--- src/rtl/nib_pkg.sv ---
package nib_pkg;

  localparam int NIB_DW   = 4;
  localparam int NIB_NREG = 16;
  localparam int NIB_PCW  = 6;
  localparam int NIB_OPW  = 4;
  localparam int NIB_IW   = 12;

  typedef enum logic [3:0] {
    OP_ADD = 4'h0, OP_SUB = 4'h1, OP_AND = 4'h2, OP_OR  = 4'h3,
    OP_NOT = 4'h4, OP_XOR = 4'h5, OP_SHL = 4'h6, OP_SHR = 4'h7,
    OP_CMP = 4'h8, OP_LDI = 4'h9, OP_MOV = 4'hA, OP_IN  = 4'hB,
    OP_OUT = 4'hC, OP_BR  = 4'hD, OP_NPE = 4'hE, OP_NPF = 4'hF
  } op_e;

  typedef enum logic [1:0] {
    BR_ALWAYS = 2'd0, BR_NZ = 2'd1, BR_LT = 2'd2, BR_NEVER = 2'd3
  } br_e;

  typedef enum logic {PH_FETCH = 1'b0, PH_EXEC = 1'b1} phase_e;

  typedef struct packed {
    logic less;
    logic zero;
    logic carry;
  } flags_t;

endpackage

--- src/rtl/nib_pmem.sv ---
module nib_pmem #(
  parameter int AW = 6,
  parameter int IW = 12
) (
  input  logic          clk,
  input  logic          we,
  input  logic [AW-1:0] waddr,
  input  logic [IW-1:0] wdata,
  input  logic [AW-1:0] raddr,
  output logic [IW-1:0] rdata
);
  localparam int DEPTH = 1 << AW;

  logic [IW-1:0] words [DEPTH];

  always_ff @(posedge clk) begin
    if (we) begin
      words[waddr] <= wdata;
    end
  end

  assign rdata = words[raddr];
endmodule

--- src/rtl/nib_seq.sv ---
module nib_seq
  import nib_pkg::*;
#(
  parameter int PCW = 6,
  parameter int IW  = 12
) (
  input  logic           clk,
  input  logic           rst_n,
  input  logic [IW-1:0]  word_in,
  input  logic           jump,
  input  logic [PCW-1:0] target,
  output phase_e         phase,
  output logic [PCW-1:0] pc,
  output logic [IW-1:0]  ir
);
  phase_e         phase_d;
  logic [PCW-1:0] pc_d;
  logic           pc_en;
  logic           ir_en;

  always_comb begin
    ir_en   = (phase == PH_FETCH);
    pc_en   = (phase == PH_EXEC);
    phase_d = (phase == PH_FETCH) ? PH_EXEC : PH_FETCH;
    pc_d    = jump ? target : PCW'(pc + 1'b1);
  end

  always_ff @(posedge clk or negedge rst_n) begin
    if (!rst_n) begin
      phase <= PH_FETCH;
      pc    <= '0;
      ir    <= '0;
    end else begin
      phase <= phase_d;
      if (pc_en) pc <= pc_d;
      if (ir_en) ir <= word_in;
    end
  end

  assert_fetch_holds_pc_R1: assert property (@(posedge clk) disable iff (!rst_n)
    (phase == PH_FETCH) |=> $stable(pc));

  assert_phase_alternates_R1: assert property (@(posedge clk) disable iff (!rst_n)
    (phase == PH_FETCH) |=> (phase == PH_EXEC));
endmodule

--- src/rtl/nib_alu.sv ---
module nib_alu
  import nib_pkg::*;
#(
  parameter int DW = 4
) (
  input  op_e           op,
  input  logic [DW-1:0] a,
  input  logic [DW-1:0] b,
  input  logic          cin,
  output logic [DW-1:0] res,
  output logic          cout,
  output logic          c_upd,
  output logic          z_upd,
  output logic          l_upd,
  output logic          zero,
  output logic          less
);
  logic [DW:0] sum;
  logic [DW:0] diff;
  logic [DW:0] cmpd;

  always_comb begin
    sum  = {1'b0, a} + {1'b0, b} + {{DW{1'b0}}, cin};
    diff = {1'b0, a} - {1'b0, b} - {{DW{1'b0}}, cin};
    cmpd = {1'b0, a} - {1'b0, b};
    res   = '0;
    cout  = 1'b0;
    c_upd = 1'b0;
    l_upd = 1'b0;
    z_upd = (op <= OP_CMP);
    less  = cmpd[DW];
    unique case (op)
      OP_ADD: begin res = sum[DW-1:0];  cout = sum[DW];  c_upd = 1'b1; end
      OP_SUB: begin res = diff[DW-1:0]; cout = diff[DW]; c_upd = 1'b1; l_upd = 1'b1; end
      OP_AND: res = a & b;
      OP_OR:  res = a | b;
      OP_NOT: res = ~a;
      OP_XOR: res = a ^ b;
      OP_SHL: begin res = {a[DW-2:0], cin}; cout = a[DW-1]; c_upd = 1'b1; end
      OP_SHR: begin res = {cin, a[DW-1:1]}; cout = a[0];    c_upd = 1'b1; end
      OP_CMP: begin res = cmpd[DW-1:0]; l_upd = 1'b1; end
      default: res = '0;
    endcase
    zero = (res == '0);
  end
endmodule

--- src/rtl/nib_regfile.sv ---
module nib_regfile
  import nib_pkg::*;
#(
  parameter int DW   = 4,
  parameter int NREG = 16
) (
  input  logic                    clk,
  input  logic                    rst_n,
  input  logic [$clog2(NREG)-1:0] ra_idx,
  input  logic [$clog2(NREG)-1:0] rb_idx,
  output logic [DW-1:0]           ra_val,
  output logic [DW-1:0]           rb_val,
  input  logic                    we,
  input  logic [$clog2(NREG)-1:0] wa,
  input  logic [DW-1:0]           wd,
  input  logic                    c_upd,
  input  logic                    c_val,
  input  logic                    z_upd,
  input  logic                    z_val,
  input  logic                    l_upd,
  input  logic                    l_val,
  output flags_t                  flags
);
  localparam int RAW = $clog2(NREG);

  logic [DW-1:0] regs [NREG];
  flags_t        flags_d;
  logic          r0_wr;

  always_comb begin
    regs[0] = {{(DW-3){1'b0}}, flags.less, flags.zero, flags.carry};
    r0_wr   = we && (wa == '0);
    flags_d = flags;
    if (z_upd) flags_d.zero = z_val;
    if (l_upd) flags_d.less = l_val;
    if (r0_wr)      flags_d.carry = wd[0];
    else if (c_upd) flags_d.carry = c_val;
  end

  always_ff @(posedge clk or negedge rst_n) begin
    if (!rst_n) flags <= '0;
    else        flags <= flags_d;
  end

  for (genvar gi = 1; gi < NREG; gi++) begin : g_reg
    logic en;
    assign en = we && (wa == RAW'(gi));
    always_ff @(posedge clk or negedge rst_n) begin
      if (!rst_n)  regs[gi] <= '0;
      else if (en) regs[gi] <= wd;
    end
  end

  assign ra_val = regs[ra_idx];
  assign rb_val = regs[rb_idx];

  assert_r0_write_sets_carry_R7: assert property (@(posedge clk) disable iff (!rst_n)
    r0_wr |=> (flags.carry == $past(wd[0])));
endmodule

--- src/rtl/nib_cpu.sv ---
module nib_cpu
  import nib_pkg::*;
#(
  parameter int DW   = NIB_DW,
  parameter int NREG = NIB_NREG,
  parameter int PCW  = NIB_PCW,
  parameter int IW   = NIB_IW
) (
  input  logic           clk,
  input  logic           rst_n,
  input  logic           pm_we,
  input  logic [PCW-1:0] pm_waddr,
  input  logic [IW-1:0]  pm_wdata,
  output logic [PCW-1:0] pc,
  output logic           bus_stb,
  output logic           bus_dir,
  output logic [DW-1:0]  bus_addr,
  output logic [DW-1:0]  bus_wdata,
  input  logic [DW-1:0]  bus_rdata
);
  localparam int RAW = $clog2(NREG);
  localparam int OPW = NIB_OPW;

  logic           sync1, core_rst_n;
  logic [IW-1:0]  word, ir;
  phase_e         phase;
  op_e            op;
  br_e            bsel;
  logic [RAW-1:0] fa, fb;
  logic [DW-1:0]  imm, ra_val, rb_val;
  logic [PCW-1:0] tgt;
  logic           exec, jump, wr_en;
  flags_t         flags;
  logic [DW-1:0]  alu_res, mux_mv, mux_io, wb_val;
  logic           alu_c, alu_cu, alu_zu, alu_lu, alu_z, alu_l;

  always_ff @(posedge clk or negedge rst_n) begin
    if (!rst_n) begin
      sync1      <= 1'b0;
      core_rst_n <= 1'b0;
    end else begin
      sync1      <= 1'b1;
      core_rst_n <= sync1;
    end
  end

  nib_pmem #(.AW(PCW), .IW(IW)) u_pmem (
    .clk(clk), .we(pm_we), .waddr(pm_waddr), .wdata(pm_wdata),
    .raddr(pc), .rdata(word)
  );

  nib_seq #(.PCW(PCW), .IW(IW)) u_seq (
    .clk(clk), .rst_n(core_rst_n), .word_in(word), .jump(jump),
    .target(tgt), .phase(phase), .pc(pc), .ir(ir)
  );

  always_comb begin
    op   = op_e'(ir[OPW-1:0]);
    fa   = ir[OPW +: RAW];
    fb   = ir[OPW+RAW +: RAW];
    imm  = ir[OPW+RAW +: DW];
    tgt  = ir[OPW +: PCW];
    bsel = br_e'(ir[IW-1 -: 2]);
    exec = (phase == PH_EXEC);
    unique case (bsel)
      BR_ALWAYS: jump = 1'b1;
      BR_NZ:     jump = !flags.zero;
      BR_LT:     jump = flags.less;
      default:   jump = 1'b0;
    endcase
    jump  = jump && exec && (op == OP_BR);
    wr_en = exec && ((op <= OP_SHR) || (op == OP_LDI) ||
                     (op == OP_MOV) || (op == OP_IN));
  end

  nib_alu #(.DW(DW)) u_alu (
    .op(op), .a(ra_val), .b(rb_val), .cin(flags.carry),
    .res(alu_res), .cout(alu_c), .c_upd(alu_cu), .z_upd(alu_zu),
    .l_upd(alu_lu), .zero(alu_z), .less(alu_l)
  );

  // write-back selection: move/ALU, then bus read, then immediate
  always_comb begin
    mux_mv = (op == OP_MOV) ? rb_val    : alu_res;
    mux_io = (op == OP_IN)  ? bus_rdata : mux_mv;
    wb_val = (op == OP_LDI) ? imm       : mux_io;
  end

  nib_regfile #(.DW(DW), .NREG(NREG)) u_rf (
    .clk(clk), .rst_n(core_rst_n), .ra_idx(fa), .rb_idx(fb),
    .ra_val(ra_val), .rb_val(rb_val),
    .we(wr_en), .wa(fa), .wd(wb_val),
    .c_upd(exec && alu_cu), .c_val(alu_c),
    .z_upd(exec && alu_zu), .z_val(alu_z),
    .l_upd(exec && alu_lu), .l_val(alu_l),
    .flags(flags)
  );

  assign bus_stb   = exec && ((op == OP_IN) || (op == OP_OUT));
  assign bus_dir   = exec && (op == OP_OUT);
  assign bus_addr  = rb_val;
  assign bus_wdata = ra_val;

  assert_strobe_in_exec_R8: assert property (@(posedge clk) disable iff (!core_rst_n)
    bus_stb |-> (phase == PH_EXEC));

  assert_pc_steps_R10: assert property (@(posedge clk) disable iff (!core_rst_n)
    (exec && (op != OP_BR)) |=> (pc == PCW'($past(pc) + 1'b1)));

  assert_jmp_lands_R9: assert property (@(posedge clk) disable iff (!core_rst_n)
    (exec && (op == OP_BR) && (bsel == BR_ALWAYS)) |=> (pc == $past(tgt)));

  assert_cmp_no_write_R6: assert property (@(posedge clk) disable iff (!core_rst_n)
    (exec && (op == OP_CMP)) |-> !wr_en);

  assert_reset_idle_R11: assert property (@(posedge clk)
    !rst_n |-> (!bus_stb && (pc == '0)));
endmodule

--- config.mk ---
export PLATFORM = sky130hd
export DESIGN_NAME = nib_cpu
export DESIGN_NICKNAME = d
export VERILOG_FILES = /design/src/rtl/nib_pkg.sv /design/src/rtl/nib_pmem.sv /design/src/rtl/nib_seq.sv /design/src/rtl/nib_alu.sv /design/src/rtl/nib_regfile.sv /design/src/rtl/nib_cpu.sv
export SDC_FILE = /design/constraint.sdc
export NUM_CORES = 1
export LEC_CHECK = 0
export CORE_MARGIN = 5
export CORE_UTILIZATION = 54
export DETAILED_ROUTE_END_ITERATION = 10
export PLACE_DENSITY_LB_ADDON = 0.1
export SYNTH_ARGS = -nofsm -noshare
export SYNTH_HDL_FRONTEND = slang
export SYNTH_SLANG_ARGS = --single-unit
--- constraint.sdc ---
create_clock -name clk -period 3.8 [get_ports clk]
set_input_delay 1.14 -clock clk [delete_from_list [all_inputs] [get_ports clk]]
set_output_delay 1.14 -clock clk [all_outputs]
set_load 0.05 [all_outputs]
==> results_tabular.tex <==
\begin{tabular}{lr}
\hline
Metric & Value \\
\hline
\multicolumn{2}{l}{\textbf{CTS}} \\
Buffer levels on the longest clock path & 3 \\
H-Tree Depth & 3 \\
Clock latency on the worst-skew pair & 0.64 ns \\
Clock transition at the registers of the reported paths & 0.06 ns \\
CTS root buf & clkbuf\_16 \\
Sink Count & 852 \\
TritonCTS clock tree & yes \\
Number of buffers added by the clock tree synthesis step & 87 \\
\multicolumn{2}{l}{\textbf{Pwr}} \\
Overall power of the completed layout & 34.3 mW \\
Maximum vdd drop & 0.582 mV \\
Pleak & 13.4 nW \\
Power per cell area & 843 mW/mm2 \\
\multicolumn{2}{l}{\textbf{Synthesis}} \\
Mux cell area share after synthesis & 0.202 \\
Net count after synthesis & 1,741 \\
Simple-gate share of the synthesized area & 0.0292 \\
Synth Area in Compound Gates & 0.0201 \\
Sequential fraction of the synthesis area & 0.724 \\
Yosys synthesis warning count & 0 \\
Post-Syn Instances & 1,698 \\
Synthesized-area fraction occupied by xor and xnor cells & 0.00126 \\
Top post-synthesis cells by area & edfxtp\_1, mux4\_2, dfrtp\_1 \\
Most frequent cells after synthesis & edfxtp\_1, mux4\_2, nor2\_1 \\
Number of synthesized flops with an enable pin & 768 \\
Mean post-synth cell area & 20.5 um2 \\
Area share of the largest cell type after synthesis & 0.663 \\
Area share of fa/ha/maj cells after synthesis & 0.00713 \\
Flop and latch count out of synthesis & 852 \\
Library cell with the highest instance count after synthesis & edfxtp\_1 \\
Dominant register cell in the synthesized netlist & edfxtp\_1 \\
Post-Synthesis Cell Area & 0.0348 mm2 \\
Dominant combinational cell family by area after synthesis & multiplexers \\
Cell type contributing the most total cell area after synthesis & edfxtp\_1 \\
Number of distinct library cells after synthesis & 59 \\
Synth async-reset ratio & 0.0986 \\
\multicolumn{2}{l}{\textbf{STA}} \\
Min Tclk post-route & 3.94 ns \\
Post-route fraction of the period consumed by the critical path & 1.04 \\
Final Worst Setup Slack & -0.140 ns \\
Tightest Pin Transition & 1.23 ns \\
Post-route worst hold slack & 0.366 ns \\
Final hold viol count & 0 \\
Setup Viol. Count Final & 42 \\
Upper clock frequency limit & 0.254 GHz \\
Fin. max-slew vios & 0 \\
Unrepaired setup endpoints after global routing & yes \\
Relative slew slack & 0.177 \\
Clock tree skew after final layout & 0.0363 ns \\
\multicolumn{2}{l}{\textbf{Setup path}} \\
Kind of cell adding the most delay to the critical path & multiplexers \\
Classification of the worst setup path & register to register \\
Critical R2R Capture & u\_rf.regs[3] \\
Crit path capture type & register \\
Series of cell instances along the critical path & buf\_12 > buf\_12 > mux4\_2 > mux4\_2 > inv\_4 > buf\_12 > ha\_4 > buf\_4 > nand2b\_4 > a21oi\_4 > o21ai\_1 > a31oi\_2 > a2111oi\_4 > a31oi\_4 > buf\_6 > mux2\_4 \\
Max Fanout on Critical Path & 8 \\
Stages on worst setup path & 16 \\
Critical path data arrival time & 4.43 ns \\
CP startpoint kind & register \\
Depth of the worst register-to-register path & 16 \\
Worst path bufs/invs & 6 \\
Startpoint of the worst register-to-register path & u\_seq.ir[8] \\
Worst reg-to-reg setup slack & -0.14 ns \\
Cell with the largest stage delay on the worst path & mux4\_2 \\
Data required time of the worst path & 4.29 ns \\
CP most frequent cell & buf\_12 \\
Max stage delay on crit path & 0.55 ns \\
\multicolumn{2}{l}{\textbf{Floorplanning}} \\
Placement row count & 93 \\
Vert. Die Dim & 264 um \\
Die Outline Area & 0.0695 mm2 \\
Number of placed I/O pins & 41 \\
Core area & 0.0641 mm2 \\
Initial core utilization & 0.542 \\
Die width & 264 um \\
\multicolumn{2}{l}{\textbf{Worst hold path}} \\
Worst Hold Endpoint & core\_rst\_n \\
Startpoint of the worst hold path & sync1 \\
Worst hold stages & 0 \\
Tightest Hold Check Type & register to register \\
\multicolumn{2}{l}{\textbf{Cells and area}} \\
Final Instance Area & 0.0406 mm2 \\
Final core area utilization & 0.634 \\
Share of layout cells above drive strength 1 & 0.352 \\
Relative area change from synthesis to final layout & 16.9\% \\
\# nets final & 1,965 \\
\multicolumn{2}{l}{\textbf{Route}} \\
DRC violations left & 0 \\
Number of DRC markers in iteration 0 & 1,497 \\
Routed length per instance & 27.0 um \\
Number of search-and-repair iterations in the first detailed-routing pass & 5 \\
Via count & 17,200 \\
Final antenna-violating net count & 0 \\
Mean number of vias per cell & 6.04 \\
Final wirelength & 76.8 mm \\
\multicolumn{2}{l}{\textbf{Run status}} \\
Failing checks & negative setup slack \\
Run status & finished with violations \\
\multicolumn{2}{l}{\textbf{Placed design}} \\
Pre-CTS setup slack & -0.402 ns \\
Weighted congestion reported at the end of routability-driven placement & 0.873 \\
Estimated wirelength of the detail-placed design & 49.2 mm \\
Buffers added on ports & 40 \\
Cell area after placement & 0.0373 mm2 \\
\multicolumn{2}{l}{\textbf{Global route}} \\
Number of antenna violations at the first check in global routing & 0 \\
Maximum number of pins on one net before global-route repair & 83 \\
Total Routing Usage GR & 0.223 \\
Aggregate global routing overflow & 0 \\
Wire length of the first global-routing pass & 117 mm \\
Via count of the first global-routing pass & 17,900 \\
\multicolumn{2}{l}{\textbf{Run}} \\
Number of violations of the max-capacitance limit & 0 \\
\hline
\end{tabular}
[sequential cells by signal, summed over array words and instances (netlist names)]
name          count
core_rst_n        1
u_pmem.words    768
u_rf.regs        60
u_seq.ir         12
u_rf.flags        3
u_seq.pc          6
sync1             1
u_seq.phase       1
[how the worst max path moves through the flow]
stage	startpoint	endpoint	slack, ns
floorplan	u_seq.ir[8]	u_rf.flags[1]	-0.15
global placement	u_seq.ir[5]	u_rf.regs[13]	-0.29
finish	u_seq.ir[8]	u_rf.regs[3]	-0.14
global route	u_seq.ir[8]	u_rf.regs[7]	-0.27
CTS	u_seq.ir[8]	u_rf.flags[1]	-0.09
detailed placement	u_seq.ir[5]	u_rf.regs[33]	-0.40
[layout by cell type (no fill, tap or decap), drive strengths merged, types with 4 or more instances in the layout]
| cell | n |
|---|---|
| o211ai | 6 |
| o2111ai | 4 |
| nand3 | 16 |
| mux2 | 37 |
| o31ai | 4 |
| edfxtp | 768 |
| nand3b | 4 |
| clkdlybuf4s50 | 19 |
| nor3 | 7 |
| clkbuf | 121 |
| mux4 | 280 |
| ha | 15 |
| nand4 | 4 |
| inv | 35 |
| bufinv | 7 |
| a21oi | 40 |
| buf | 211 |
| o21ai | 26 |
| a22oi | 5 |
| nor2 | 123 |
| dfrtp | 84 |
| nor2b | 9 |
| clkinv | 29 |
| mux2i | 30 |
| nand2b | 7 |
| o22ai | 8 |
| nand2 | 50 |
[kinds of logic (layout without fill, tap and decap cells)]
kind of cell	after synthesis	count (layout)
AOI/OAI and AO/OA	112	113
buffers and inverters	130	425
other	1	2
xor gates and xnor gates	5	5
and+or+nand+nor	233	233
DFF	852	852
adders and majority gates	18	18
muxes	347	347
[stage by stage]
step	cells	setup TNS, ns
3_3_place_gp	2665	-8.49
4_1_cts	2845	-1.23
3_5_place_dp	2665	-11.38
2_1_floorplan	1698	-2.74
5_1_grt	2849	-10.35
6_report	2850	-2.77
[report_power, final]
| group | switching [mW] | internal [mW] | total, mW |
|---|---|---|---|
| Clock | 3.41 | 4.85 | 8.26 |
| Combinational | 7.38 | 7.35 | 14.7 |
| Sequential | 0.579 | 10.7 | 11.3 |
[layer usage]
metal | GRT usage | up-vias | share of wire
li1 | - | 7450 | -
met1 | 0.336 | 9187 | 0.43
met2 | 0.360 | 508 | 0.50
met3 | 0.0318 | 82 | 0.054
met4 | 0.0464 | 0 | 0.016
met5 | 0 | - | 0
[timing repair]
action	4_1_cts	5_1_grt
resized for setup	57	29
buffers inserted	20	6
hold buffers	0	0
pin swaps	18	16
gates cloned	2	0
endpoints found under the setup margin	51	54
[final cells by class]
type	instances	area (um2)
multi-input cells	717	9360
flip-flops and latches	852	25200
clock buffers	121	2370
clock inverters	40	424
fillers	4349	23500
repair buffers	230	2110
inverters	34	135
well taps	855	1070
diodes	1	2.50
(Power assumes the default switching activity.)
